--- src/rtl/tmr_pkg.sv ---
package tmr_pkg;

  typedef enum logic [2:0] {
    SRC_OFF       = 3'd0,
    SRC_DIV_FAST  = 3'd1,
    SRC_DIV_MID   = 3'd2,
    SRC_DIV_SLOW  = 3'd3,
    SRC_CASCADE   = 3'd4,
    SRC_PIN_RISE  = 3'd5,
    SRC_PIN_FALL  = 3'd6,
    SRC_PIN_BOTH  = 3'd7
  } src_e;

  typedef enum logic [1:0] {
    ZERO_NONE    = 2'd0,
    ZERO_MATCH_A = 2'd1,
    ZERO_MATCH_B = 2'd2,
    ZERO_PIN     = 2'd3
  } zero_e;

  typedef struct packed {
    logic  ie_match_b;
    logic  ie_match_a;
    logic  ie_wrap;
    zero_e zero_sel;
    src_e  src_sel;
  } ctrl_t;

  localparam int CTRL_W = $bits(ctrl_t);

  localparam logic [2:0] OFF_CTRL = 3'd0;
  localparam logic [2:0] OFF_STAT = 3'd1;
  localparam logic [2:0] OFF_CMPA = 3'd2;
  localparam logic [2:0] OFF_CMPB = 3'd3;
  localparam logic [2:0] OFF_CNT  = 3'd4;

  localparam int NUM_FLG     = 3;
  localparam int FLG_WRAP    = 0;
  localparam int FLG_MATCH_A = 1;
  localparam int FLG_MATCH_B = 2;

  localparam int NUM_TAPS = 3;

endpackage

--- src/rtl/tmr_prescaler.sv ---
module tmr_prescaler #(
  parameter int PRE_W    = 13,
  parameter int TAP_FAST = 2,
  parameter int TAP_MID  = 5,
  parameter int TAP_SLOW = 12
) (
  input  logic       clk_i,
  input  logic       rst_ni,
  output logic [2:0] tick_o
);

  localparam int NTAP = tmr_pkg::NUM_TAPS;

  logic [PRE_W-1:0] pre_q;
  logic [NTAP-1:0]  tap_now;
  logic [NTAP-1:0]  tap_q;

  for (genvar g = 0; g < NTAP; g++) begin : g_tap
    localparam int POS = (g == 0) ? TAP_FAST : (g == 1) ? TAP_MID : TAP_SLOW;
    assign tap_now[g] = pre_q[POS];

    assert_tick_single_R3: assert property (@(posedge clk_i) disable iff (!rst_ni)
      tick_o[g] |=> !tick_o[g]);
  end

  always_ff @(posedge clk_i or negedge rst_ni) begin
    if (!rst_ni) begin
      pre_q <= '0;
      tap_q <= '0;
    end else begin
      pre_q <= pre_q + 1'b1;
      tap_q <= tap_now;
    end
  end

  // falling edge of each tap
  assign tick_o = tap_q & ~tap_now;

endmodule

--- src/rtl/tmr_edge_sync.sv ---
module tmr_edge_sync #(
  parameter int STAGES = 2
) (
  input  logic clk_i,
  input  logic rst_ni,
  input  logic pin_i,
  output logic rise_o,
  output logic fall_o
);

  logic [STAGES-1:0] sync_q;
  logic              last_q;

  always_ff @(posedge clk_i or negedge rst_ni) begin
    if (!rst_ni) begin
      sync_q <= '0;
      last_q <= 1'b0;
    end else begin
      sync_q <= {sync_q[STAGES-2:0], pin_i};
      last_q <= sync_q[STAGES-1];
    end
  end

  assign rise_o = sync_q[STAGES-1] & ~last_q;
  assign fall_o = ~sync_q[STAGES-1] & last_q;

  assert_rise_single_R4: assert property (@(posedge clk_i) disable iff (!rst_ni)
    rise_o |=> !rise_o);
  assert_fall_single_R4: assert property (@(posedge clk_i) disable iff (!rst_ni)
    fall_o |=> !fall_o);

endmodule

--- src/rtl/tmr_channel.sv ---
module tmr_channel
  import tmr_pkg::*;
#(
  parameter int CNT_W = 8
) (
  input  logic             clk_i,
  input  logic             rst_ni,
  input  logic             sel_i,
  input  logic             wr_en_i,
  input  logic             rd_en_i,
  input  logic [2:0]       off_i,
  input  logic [CNT_W-1:0] wdata_i,
  output logic [CNT_W-1:0] rdata_o,
  input  logic [2:0]       pre_tick_i,
  input  logic             casc_evt_i,
  input  logic             casc_block_i,
  input  logic             clk_rise_i,
  input  logic             clk_fall_i,
  input  logic             rst_rise_i,
  output logic [2:0]       src_o,
  output logic             tick_o,
  output logic             wrap_evt_o,
  output logic             match_a_evt_o,
  output logic             irq_match_a_o,
  output logic             irq_match_b_o,
  output logic             irq_wrap_o
);

  localparam logic [CNT_W-1:0] CNT_MAX = '1;

  ctrl_t              ctrl_q;
  logic [CNT_W-1:0]   cmpa_q, cmpb_q, cnt_q, cnt_d;
  logic [NUM_FLG-1:0] flag_q, flag_d, armed_q, flag_set, flag_clr;
  logic               eq_a_q, eq_b_q;
  logic               eq_a, eq_b, match_a, match_b, zero_now;
  logic               wr_ctrl, wr_stat, wr_cmpa, wr_cmpb, wr_cnt, rd_stat;
  logic [CTRL_W-1:0]  ctrl_bits;

  assign wr_ctrl = sel_i & wr_en_i & (off_i == OFF_CTRL);
  assign wr_stat = sel_i & wr_en_i & (off_i == OFF_STAT);
  assign wr_cmpa = sel_i & wr_en_i & (off_i == OFF_CMPA);
  assign wr_cmpb = sel_i & wr_en_i & (off_i == OFF_CMPB);
  assign wr_cnt  = sel_i & wr_en_i & (off_i == OFF_CNT);
  assign rd_stat = sel_i & rd_en_i & (off_i == OFF_STAT);

  always_comb begin
    case (ctrl_q.src_sel)
      SRC_DIV_FAST: tick_o = pre_tick_i[0];
      SRC_DIV_MID:  tick_o = pre_tick_i[1];
      SRC_DIV_SLOW: tick_o = pre_tick_i[2];
      SRC_CASCADE:  tick_o = casc_evt_i & ~casc_block_i;
      SRC_PIN_RISE: tick_o = clk_rise_i;
      SRC_PIN_FALL: tick_o = clk_fall_i;
      SRC_PIN_BOTH: tick_o = clk_rise_i | clk_fall_i;
      default:      tick_o = 1'b0;
    endcase
  end

  // match events fire on entry to equality only
  assign eq_a    = (cnt_q == cmpa_q);
  assign eq_b    = (cnt_q == cmpb_q);
  assign match_a = eq_a & ~eq_a_q;
  assign match_b = eq_b & ~eq_b_q;

  always_comb begin
    case (ctrl_q.zero_sel)
      ZERO_MATCH_A: zero_now = match_a;
      ZERO_MATCH_B: zero_now = match_b;
      ZERO_PIN:     zero_now = rst_rise_i;
      default:      zero_now = 1'b0;
    endcase
  end

  assign wrap_evt_o    = tick_o & (cnt_q == CNT_MAX) & ~zero_now & ~wr_cnt;
  assign match_a_evt_o = match_a;

  always_comb begin
    if (wr_cnt)        cnt_d = wdata_i;
    else if (zero_now) cnt_d = '0;
    else if (tick_o)   cnt_d = cnt_q + 1'b1;
    else               cnt_d = cnt_q;
  end

  always_comb begin
    flag_set              = '0;
    flag_set[FLG_WRAP]    = wrap_evt_o;
    flag_set[FLG_MATCH_A] = match_a;
    flag_set[FLG_MATCH_B] = match_b;
  end

  assign flag_clr = {NUM_FLG{wr_stat}} & armed_q & ~wdata_i[NUM_FLG-1:0];
  assign flag_d   = (flag_q & ~flag_clr) | flag_set;

  always_ff @(posedge clk_i or negedge rst_ni) begin
    if (!rst_ni) begin
      ctrl_q  <= '0;
      cmpa_q  <= '1;
      cmpb_q  <= '1;
      cnt_q   <= '0;
      flag_q  <= '0;
      armed_q <= '0;
      eq_a_q  <= 1'b0;
      eq_b_q  <= 1'b0;
    end else begin
      if (wr_ctrl) ctrl_q <= ctrl_t'(wdata_i[CTRL_W-1:0]);
      if (wr_cmpa) cmpa_q <= wdata_i;
      if (wr_cmpb) cmpb_q <= wdata_i;
      cnt_q  <= cnt_d;
      flag_q <= flag_d;
      eq_a_q <= eq_a;
      eq_b_q <= eq_b;
      if (rd_stat)      armed_q <= flag_q;
      else if (wr_stat) armed_q <= '0;
    end
  end

  assign ctrl_bits = ctrl_q;

  always_comb begin
    case (off_i)
      OFF_CTRL: rdata_o = CNT_W'(ctrl_bits);
      OFF_STAT: rdata_o = CNT_W'(flag_q);
      OFF_CMPA: rdata_o = cmpa_q;
      OFF_CMPB: rdata_o = cmpb_q;
      OFF_CNT:  rdata_o = cnt_q;
      default:  rdata_o = '0;
    endcase
  end

  assign src_o         = ctrl_q.src_sel;
  assign irq_match_a_o = flag_q[FLG_MATCH_A] & ctrl_q.ie_match_a;
  assign irq_match_b_o = flag_q[FLG_MATCH_B] & ctrl_q.ie_match_b;
  assign irq_wrap_o    = flag_q[FLG_WRAP]    & ctrl_q.ie_wrap;

  assert_zero_on_match_a_R7: assert property (@(posedge clk_i) disable iff (!rst_ni)
    (ctrl_q.zero_sel == ZERO_MATCH_A && match_a && !wr_cnt) |=> (cnt_q == '0));
  assert_zero_on_match_b_R7: assert property (@(posedge clk_i) disable iff (!rst_ni)
    (ctrl_q.zero_sel == ZERO_MATCH_B && match_b && !wr_cnt) |=> (cnt_q == '0));
  assert_wrap_to_zero_R8: assert property (@(posedge clk_i) disable iff (!rst_ni)
    wrap_evt_o |=> (cnt_q == '0) && flag_q[FLG_WRAP]);
  assert_pin_zero_R9: assert property (@(posedge clk_i) disable iff (!rst_ni)
    (ctrl_q.zero_sel == ZERO_PIN && rst_rise_i && !wr_cnt) |=> (cnt_q == '0));
  assert_set_wins_R11: assert property (@(posedge clk_i) disable iff (!rst_ni)
    (|flag_set) |=> ((flag_q & $past(flag_set)) == $past(flag_set)));

endmodule

--- src/rtl/tmr_pair.sv ---
module tmr_pair
  import tmr_pkg::*;
#(
  parameter int CNT_W       = 8,
  parameter int PRE_W       = 13,
  parameter int TAP_FAST    = 2,
  parameter int TAP_MID     = 5,
  parameter int TAP_SLOW    = 12,
  parameter int SYNC_STAGES = 2
) (
  input  logic             clk_i,
  input  logic             rst_ni,
  input  logic [3:0]       addr_i,
  input  logic             wr_en_i,
  input  logic             rd_en_i,
  input  logic [CNT_W-1:0] wdata_i,
  output logic [CNT_W-1:0] rdata_o,
  input  logic [1:0]       ext_clk_i,
  input  logic [1:0]       ext_rst_i,
  output logic [1:0]       irq_match_a_o,
  output logic [1:0]       irq_match_b_o,
  output logic [1:0]       irq_wrap_o
);

  localparam int NUM_CH = 2;
  localparam int CH_BIT = 3;

  logic [2:0]       pre_tick;
  logic [NUM_CH-1:0] clk_rise, clk_fall, rst_rise, rst_fall_unused;
  logic [NUM_CH-1:0] tick, wrap_evt, match_a_evt, casc_evt;
  logic [2:0]       src [NUM_CH];
  logic [CNT_W-1:0] rdata_ch [NUM_CH];
  logic             casc_block;

  tmr_prescaler #(
    .PRE_W    (PRE_W),
    .TAP_FAST (TAP_FAST),
    .TAP_MID  (TAP_MID),
    .TAP_SLOW (TAP_SLOW)
  ) u_pre (
    .clk_i  (clk_i),
    .rst_ni (rst_ni),
    .tick_o (pre_tick)
  );

  // mutual cascade starves both channels
  assign casc_block = (src[0] == SRC_CASCADE) && (src[1] == SRC_CASCADE);

  for (genvar i = 0; i < NUM_CH; i++) begin : g_ch
    tmr_edge_sync #(.STAGES(SYNC_STAGES)) u_clk_sync (
      .clk_i  (clk_i),
      .rst_ni (rst_ni),
      .pin_i  (ext_clk_i[i]),
      .rise_o (clk_rise[i]),
      .fall_o (clk_fall[i])
    );

    tmr_edge_sync #(.STAGES(SYNC_STAGES)) u_rst_sync (
      .clk_i  (clk_i),
      .rst_ni (rst_ni),
      .pin_i  (ext_rst_i[i]),
      .rise_o (rst_rise[i]),
      .fall_o (rst_fall_unused[i])
    );

    if (i % 2 == 0) begin : g_even
      assign casc_evt[i] = wrap_evt[i+1];
    end else begin : g_odd
      assign casc_evt[i] = match_a_evt[i-1];
    end

    tmr_channel #(.CNT_W(CNT_W)) u_ch (
      .clk_i         (clk_i),
      .rst_ni        (rst_ni),
      .sel_i         (addr_i[CH_BIT] == 1'(i)),
      .wr_en_i       (wr_en_i),
      .rd_en_i       (rd_en_i),
      .off_i         (addr_i[2:0]),
      .wdata_i       (wdata_i),
      .rdata_o       (rdata_ch[i]),
      .pre_tick_i    (pre_tick),
      .casc_evt_i    (casc_evt[i]),
      .casc_block_i  (casc_block),
      .clk_rise_i    (clk_rise[i]),
      .clk_fall_i    (clk_fall[i]),
      .rst_rise_i    (rst_rise[i]),
      .src_o         (src[i]),
      .tick_o        (tick[i]),
      .wrap_evt_o    (wrap_evt[i]),
      .match_a_evt_o (match_a_evt[i]),
      .irq_match_a_o (irq_match_a_o[i]),
      .irq_match_b_o (irq_match_b_o[i]),
      .irq_wrap_o    (irq_wrap_o[i])
    );
  end

  assign rdata_o = rdata_ch[addr_i[CH_BIT]];

  assert_no_mutual_count_R6: assert property (@(posedge clk_i) disable iff (!rst_ni)
    casc_block |-> (tick == '0));
  assert_even_follows_odd_wrap_R5: assert property (@(posedge clk_i) disable iff (!rst_ni)
    (src[0] == SRC_CASCADE && !casc_block && wrap_evt[1]) |-> tick[0]);

endmodule

--- config.mk ---
export PLATFORM = sky130hd
export DESIGN_NAME = tmr_pair
export DESIGN_NICKNAME = d
export VERILOG_FILES = /design/src/rtl/tmr_pkg.sv /design/src/rtl/tmr_prescaler.sv /design/src/rtl/tmr_edge_sync.sv /design/src/rtl/tmr_channel.sv /design/src/rtl/tmr_pair.sv
export SDC_FILE = /design/constraint.sdc
export NUM_CORES = 1
export LEC_CHECK = 0
export BUFFER_PORTS_ARGS = -buffer_cell sky130_fd_sc_hd__buf_2
export CAP_MARGIN = 30
export CORE_ASPECT_RATIO = 0.75
export CORE_MARGIN = 3
export CORE_UTILIZATION = 52
export CTS_CLUSTER_DIAMETER = 80
export CTS_CLUSTER_SIZE = 28
export DETAILED_ROUTE_END_ITERATION = 7
export GPL_TIMING_DRIVEN = 0
export PLACE_DENSITY_LB_ADDON = 0.05
export SYNTH_ARGS = -nofsm -noshare
export SYNTH_HDL_FRONTEND = slang
export SYNTH_SLANG_ARGS = --single-unit
--- constraint.sdc ---
create_clock -name clk_i -period 2.19 [get_ports clk_i]
set_input_delay 0.1095 -clock clk_i [delete_from_list [all_inputs] [get_ports clk_i]]
set_output_delay 0.1095 -clock clk_i [all_outputs]
set_load 0.1 [all_outputs]
==> impl_metrics.json <==
{
  "finalClockSkew_ns": 0.00623,
  "wl_per_cell_um": 22.6,
  "cellLeakagePower_nw": 3.10,
  "largest_cells_by_area_after_synthesis": "dfrtp_1 (32%), dfstp_2 (14%), mux2_2 (9.4%), xnor2_1 (3.4%), mux2i_1 (2.7%)",
  "regToRegSetupSlack_ns": -0.08,
  "detailed_place.area_um2": 6390,
  "first_global_vias": 4890,
  "floorplan.initialDensity": 0.541,
  "reg2reg_to": "g_ch[0].u_ch.cnt_q[0]",
  "worst_hold_slack_ns": 0.0893,
  "nNetsFinal": 662,
  "num_io_pins": 34,
  "cts_htree_levels": 3,
  "power-per-cell-area_nw_per_um2": 1010,
  "first_iter_violations": 434,
  "hold_path_depth": 4,
  "min_path_type": "input pin to flop",
  "core.rowCount": 33,
  "drcViolationCount": 0,
  "detail_route.first_pass.iterations": 5,
  "violations": "setup timing",
  "crit_fanout": 6,
  "post_synth_instance_area_um2": 6010,
  "power.ir.vdd_worst_uv": 510,
  "clock_period_minus_worst_slack_ns": 2.27,
  "max_clock_freq_mhz": 441,
  "crit_arrival_ns": 2.52,
  "postLayoutSetupSlackWorst_ns": -0.0772,
  "final_core_utilization": 0.658,
  "grt_antenna_before_repair": 0,
  "post-synth-top-area-cell": "dfrtp_1",
  "synth_edf_count": 0,
  "grt_remaining_overflow": 0,
  "sequential_cell_area_um2": 2750,
  "areaGrowthSynthToFinish_pct": 21.6,
  "largest_net_degree_at_the_start_of_global_routing": 67,
  "cts_tree": "done",
  "gp_congestion": 0.935,
  "slew_violations": 0,
  "fp.dieH_um": 99.1,
  "dr_total_vias": 4845,
  "multi_input_comb_area_um2": 3320,
  "placement.io_buffers": 29,
  "syn_nets": 596,
  "synth-warning-count": 0,
  "num_antenna_cells": 0,
  "grt_util_all_layers": 0.279,
  "syn_avg_cell_area_um2": 10.6,
  "crit_path_start_kind": "flop",
  "numClockSinks": 108,
  "r2r_cells": 9,
  "category_of_the_critical_setup_timing_path": "flop to flop",
  "report.final.hold_viol_count": 0,
  "postRouteAntennaNets": 0,
  "grt_pass1_wl_um": 27300,
  "max-cap-violations": 0,
  "netlist_instances": 569,
  "design.die.area_um2": 12900,
  "finalSetupViolCount": 11,
  "timing.critical_path.to_type": "flop",
  "tightest_slew_ns": 0.712,
  "synthFlopType": "dfrtp_1",
  "hold_start": "wdata_i[1]",
  "synth_seq_cells": 108,
  "detailed_place_hpwl_um": 12100,
  "timing.final.crit_share": 1.04,
  "synthDistinctLibCells": 68,
  "number_of_buffers_inserted_during_clock_tree_synthesis": 9,
  "grt_setup_unrepaired": "true",
  "crit_slowest_cell": "dfrtp_1",
  "path_clk_slew_ns": 0.07,
  "routed_wl_um": 17600,
  "finalPower_mw": 7.36,
  "critPathRequiredTime_ns": 2.44,
  "final_layout_size_suffix_gt1_frac": 0.381,
  "cts.path.max_buffers": 2,
  "worst_setup_path_startpoint": "g_ch[1].u_ch.cnt_q[0]",
  "core_area_um2": 11100,
  "max_slew_margin": 0.526,
  "die_x_um": 130,
  "critical_path.max_stage_delay_ns": 0.41,
  "cts_root_buffer": "clkbuf_16",
  "yosysTopAreaCellShare": 0.316,
  "postLayoutCellArea_um2": 7310,
  "hold_path_end": "g_ch[0].u_ch.flag_q[1]",
  "outcome": "complete, but fails checks",
  "synth-async-reset-ratio": 1.00,
  "regToRegStartpoint": "g_ch[1].u_ch.cnt_q[0]",
  "seq_area_frac_synth": 0.456,
  "fillCellCount": 871,
  "route.detailed.vias_per_inst": 6.21,
  "clk_latency_ns": 0.35,
  "cp_cell_sequence": "buf_6 > ha_4 > and4_4 > and4_1 > nand4_1 > nor4_4 > buf_12 > nor4_2 > a311oi_2"
}
per-layer routing:
layer	up-vias	share of wire	global-route usage
met5	-	0	0
met4	0	0.016	0.0751
met3	24	0.073	0.0703
met2	183	0.43	0.390
met1	2472	0.48	0.430
li1	2166	-	-
where the power goes:
part           switching [mW]  total [mW]  internal, mW
sequential              0.499        2.96          2.47
clock                   0.751        1.53         0.778
combinational            1.55        2.86          1.31
critical path: cells and delay by family (launching register included):
kind,cells,cell delay (ns)
flip-flops,1,0.41
AO/OA/AOI/OAI,1,0.27
AND/OR/NAND/NOR,5,1.02
buffers and inverters,2,0.31
adder cells (fa/ha/maj),1,0.15
layout by cell type (no fill, tap or decap), types with 4 or more instances in the layout:
master         instances
o21ai_0               20
nand4_1                8
a21oi_1               22
xnor2_2                6
and2_1                10
a21oi_2                4
mux2_2                50
o311a_1                4
nor2_1                34
nor2b_1                5
a22o_1                 7
dlygate4sd3_1          5
xnor2_1               17
dfstp_2               32
clkbuf_16              9
mux2i_1               16
nor4_4                 5
buf_4                 32
buf_2                 24
dfrtp_2                8
ha_1                   6
clkbuf_1              17
a2bb2oi_2              5
nand2b_1               8
a22oi_1                7
and3_1                12
nand2_1               36
o2111ai_1              6
clkbuf_4               4
o21ai_2                5
dfrtp_1               68
nand3_1               17
xor2_1                14
inv_1                 16
buf_6                 13
registers in the layout (all words and copies together) (netlist names):
| register | flops |
|---|---|
| g_ch.u_clk_sync.sync_q | 4 |
| g_ch.u_ch.eq_a_q | 2 |
| g_ch.u_ch.flag_q | 6 |
| g_ch.u_ch.cnt_q | 16 |
| g_ch.u_ch.ctrl_bits | 10 |
| u_pre.pre_q | 13 |
| g_ch.u_ch.cmpb_q | 16 |
| g_ch.u_ch.armed_q | 6 |
| g_ch.u_rst_sync.sync_q | 4 |
| u_pre.tap_q | 3 |
| g_ch.u_ch.cmpa_q | 16 |
| g_ch.u_clk_sync.last_q | 2 |
| g_ch.u_ch.eq_b_q | 2 |
| g_ch.u_rst_sync.last_q | 2 |
| g_ch.u_ch.src_o | 6 |
cell usage after synthesis (all sizes together), types with 12 or more instances:
cell type   n
a21oi      26
and3       12
dfrtp      76
xnor2      26
mux2i      16
nand3      17
buf        27
xor2       17
dfstp      32
o21ai      28
clkbuf     19
mux2       50
nor2       38
inv        16
nand2      38
per-stage QoR:
step                      worst slack (ns)  cells  TNS, ns
after global placement              -0.547    738   -21.31
after detailed placement            -0.566    739    -8.02
after floorplan                     -0.134    569   -0.134
after global routing                -0.168    780    -1.58
final                              -0.0772    780   -0.534
after CTS                          -0.0899    772   -0.375
repair_timing:
| action | in CTS | in global routing |
|---|---|---|
| hold buffers | 5 | 0 |
| gates resized for setup | 42 | 54 |
| buffers inserted | 16 | 10 |
| setup endpoints to repair | 25 | 26 |
| pin swaps | 18 | 17 |
| hold endpoints to repair | 44 | 0 |
| cloned | 1 | 1 |
layout make-up:
cell class / count / share of cell area
Buffer: 40 / 0.0347
Clock buffer: 11 / 0.0318
Clock inverter: 5 / 0.00513
Inverter: 16 / 0.00821
Multi-Input combinational cell: 399 / 0.455
Sequential cell: 108 / 0.377
Tap cell: 140 / 0.0240
Timing Repair Buffer: 61 / 0.0649
worst max path at each step:
stage                             to  slack [ns]  depth (start not counted)
2_1_floorplan             rdata_o[7]       -0.13                          7
3_3_place_gp   g_ch[0].u_ch.cnt_q[7]       -0.55                          8
3_5_place_dp   g_ch[0].u_ch.cnt_q[7]       -0.57                          8
4_1_cts        g_ch[0].u_ch.cnt_q[5]       -0.09                          9
5_1_grt        g_ch[0].u_ch.cnt_q[0]       -0.17                          9
6_report       g_ch[0].u_ch.cnt_q[0]       -0.08                          9
cell families (layout without fill, tap and decap cells):
logic type / after synthesis / count (layout) / share of synthesized area
adder cells (fa/ha/maj): 7 / 7 / 0.0146
AND/OR/NAND/NOR: 164 / 164 / 0.150
XOR/XNOR: 43 / 43 / 0.0664
flip-flops: 108 / 108 / 0.456
multiplexers: 66 / 66 / 0.120
AO/OA/AOI/OAI: 119 / 119 / 0.142
buffers and inverters: 62 / 133 / 0.0502
Power figures use the tool's default switching activity.
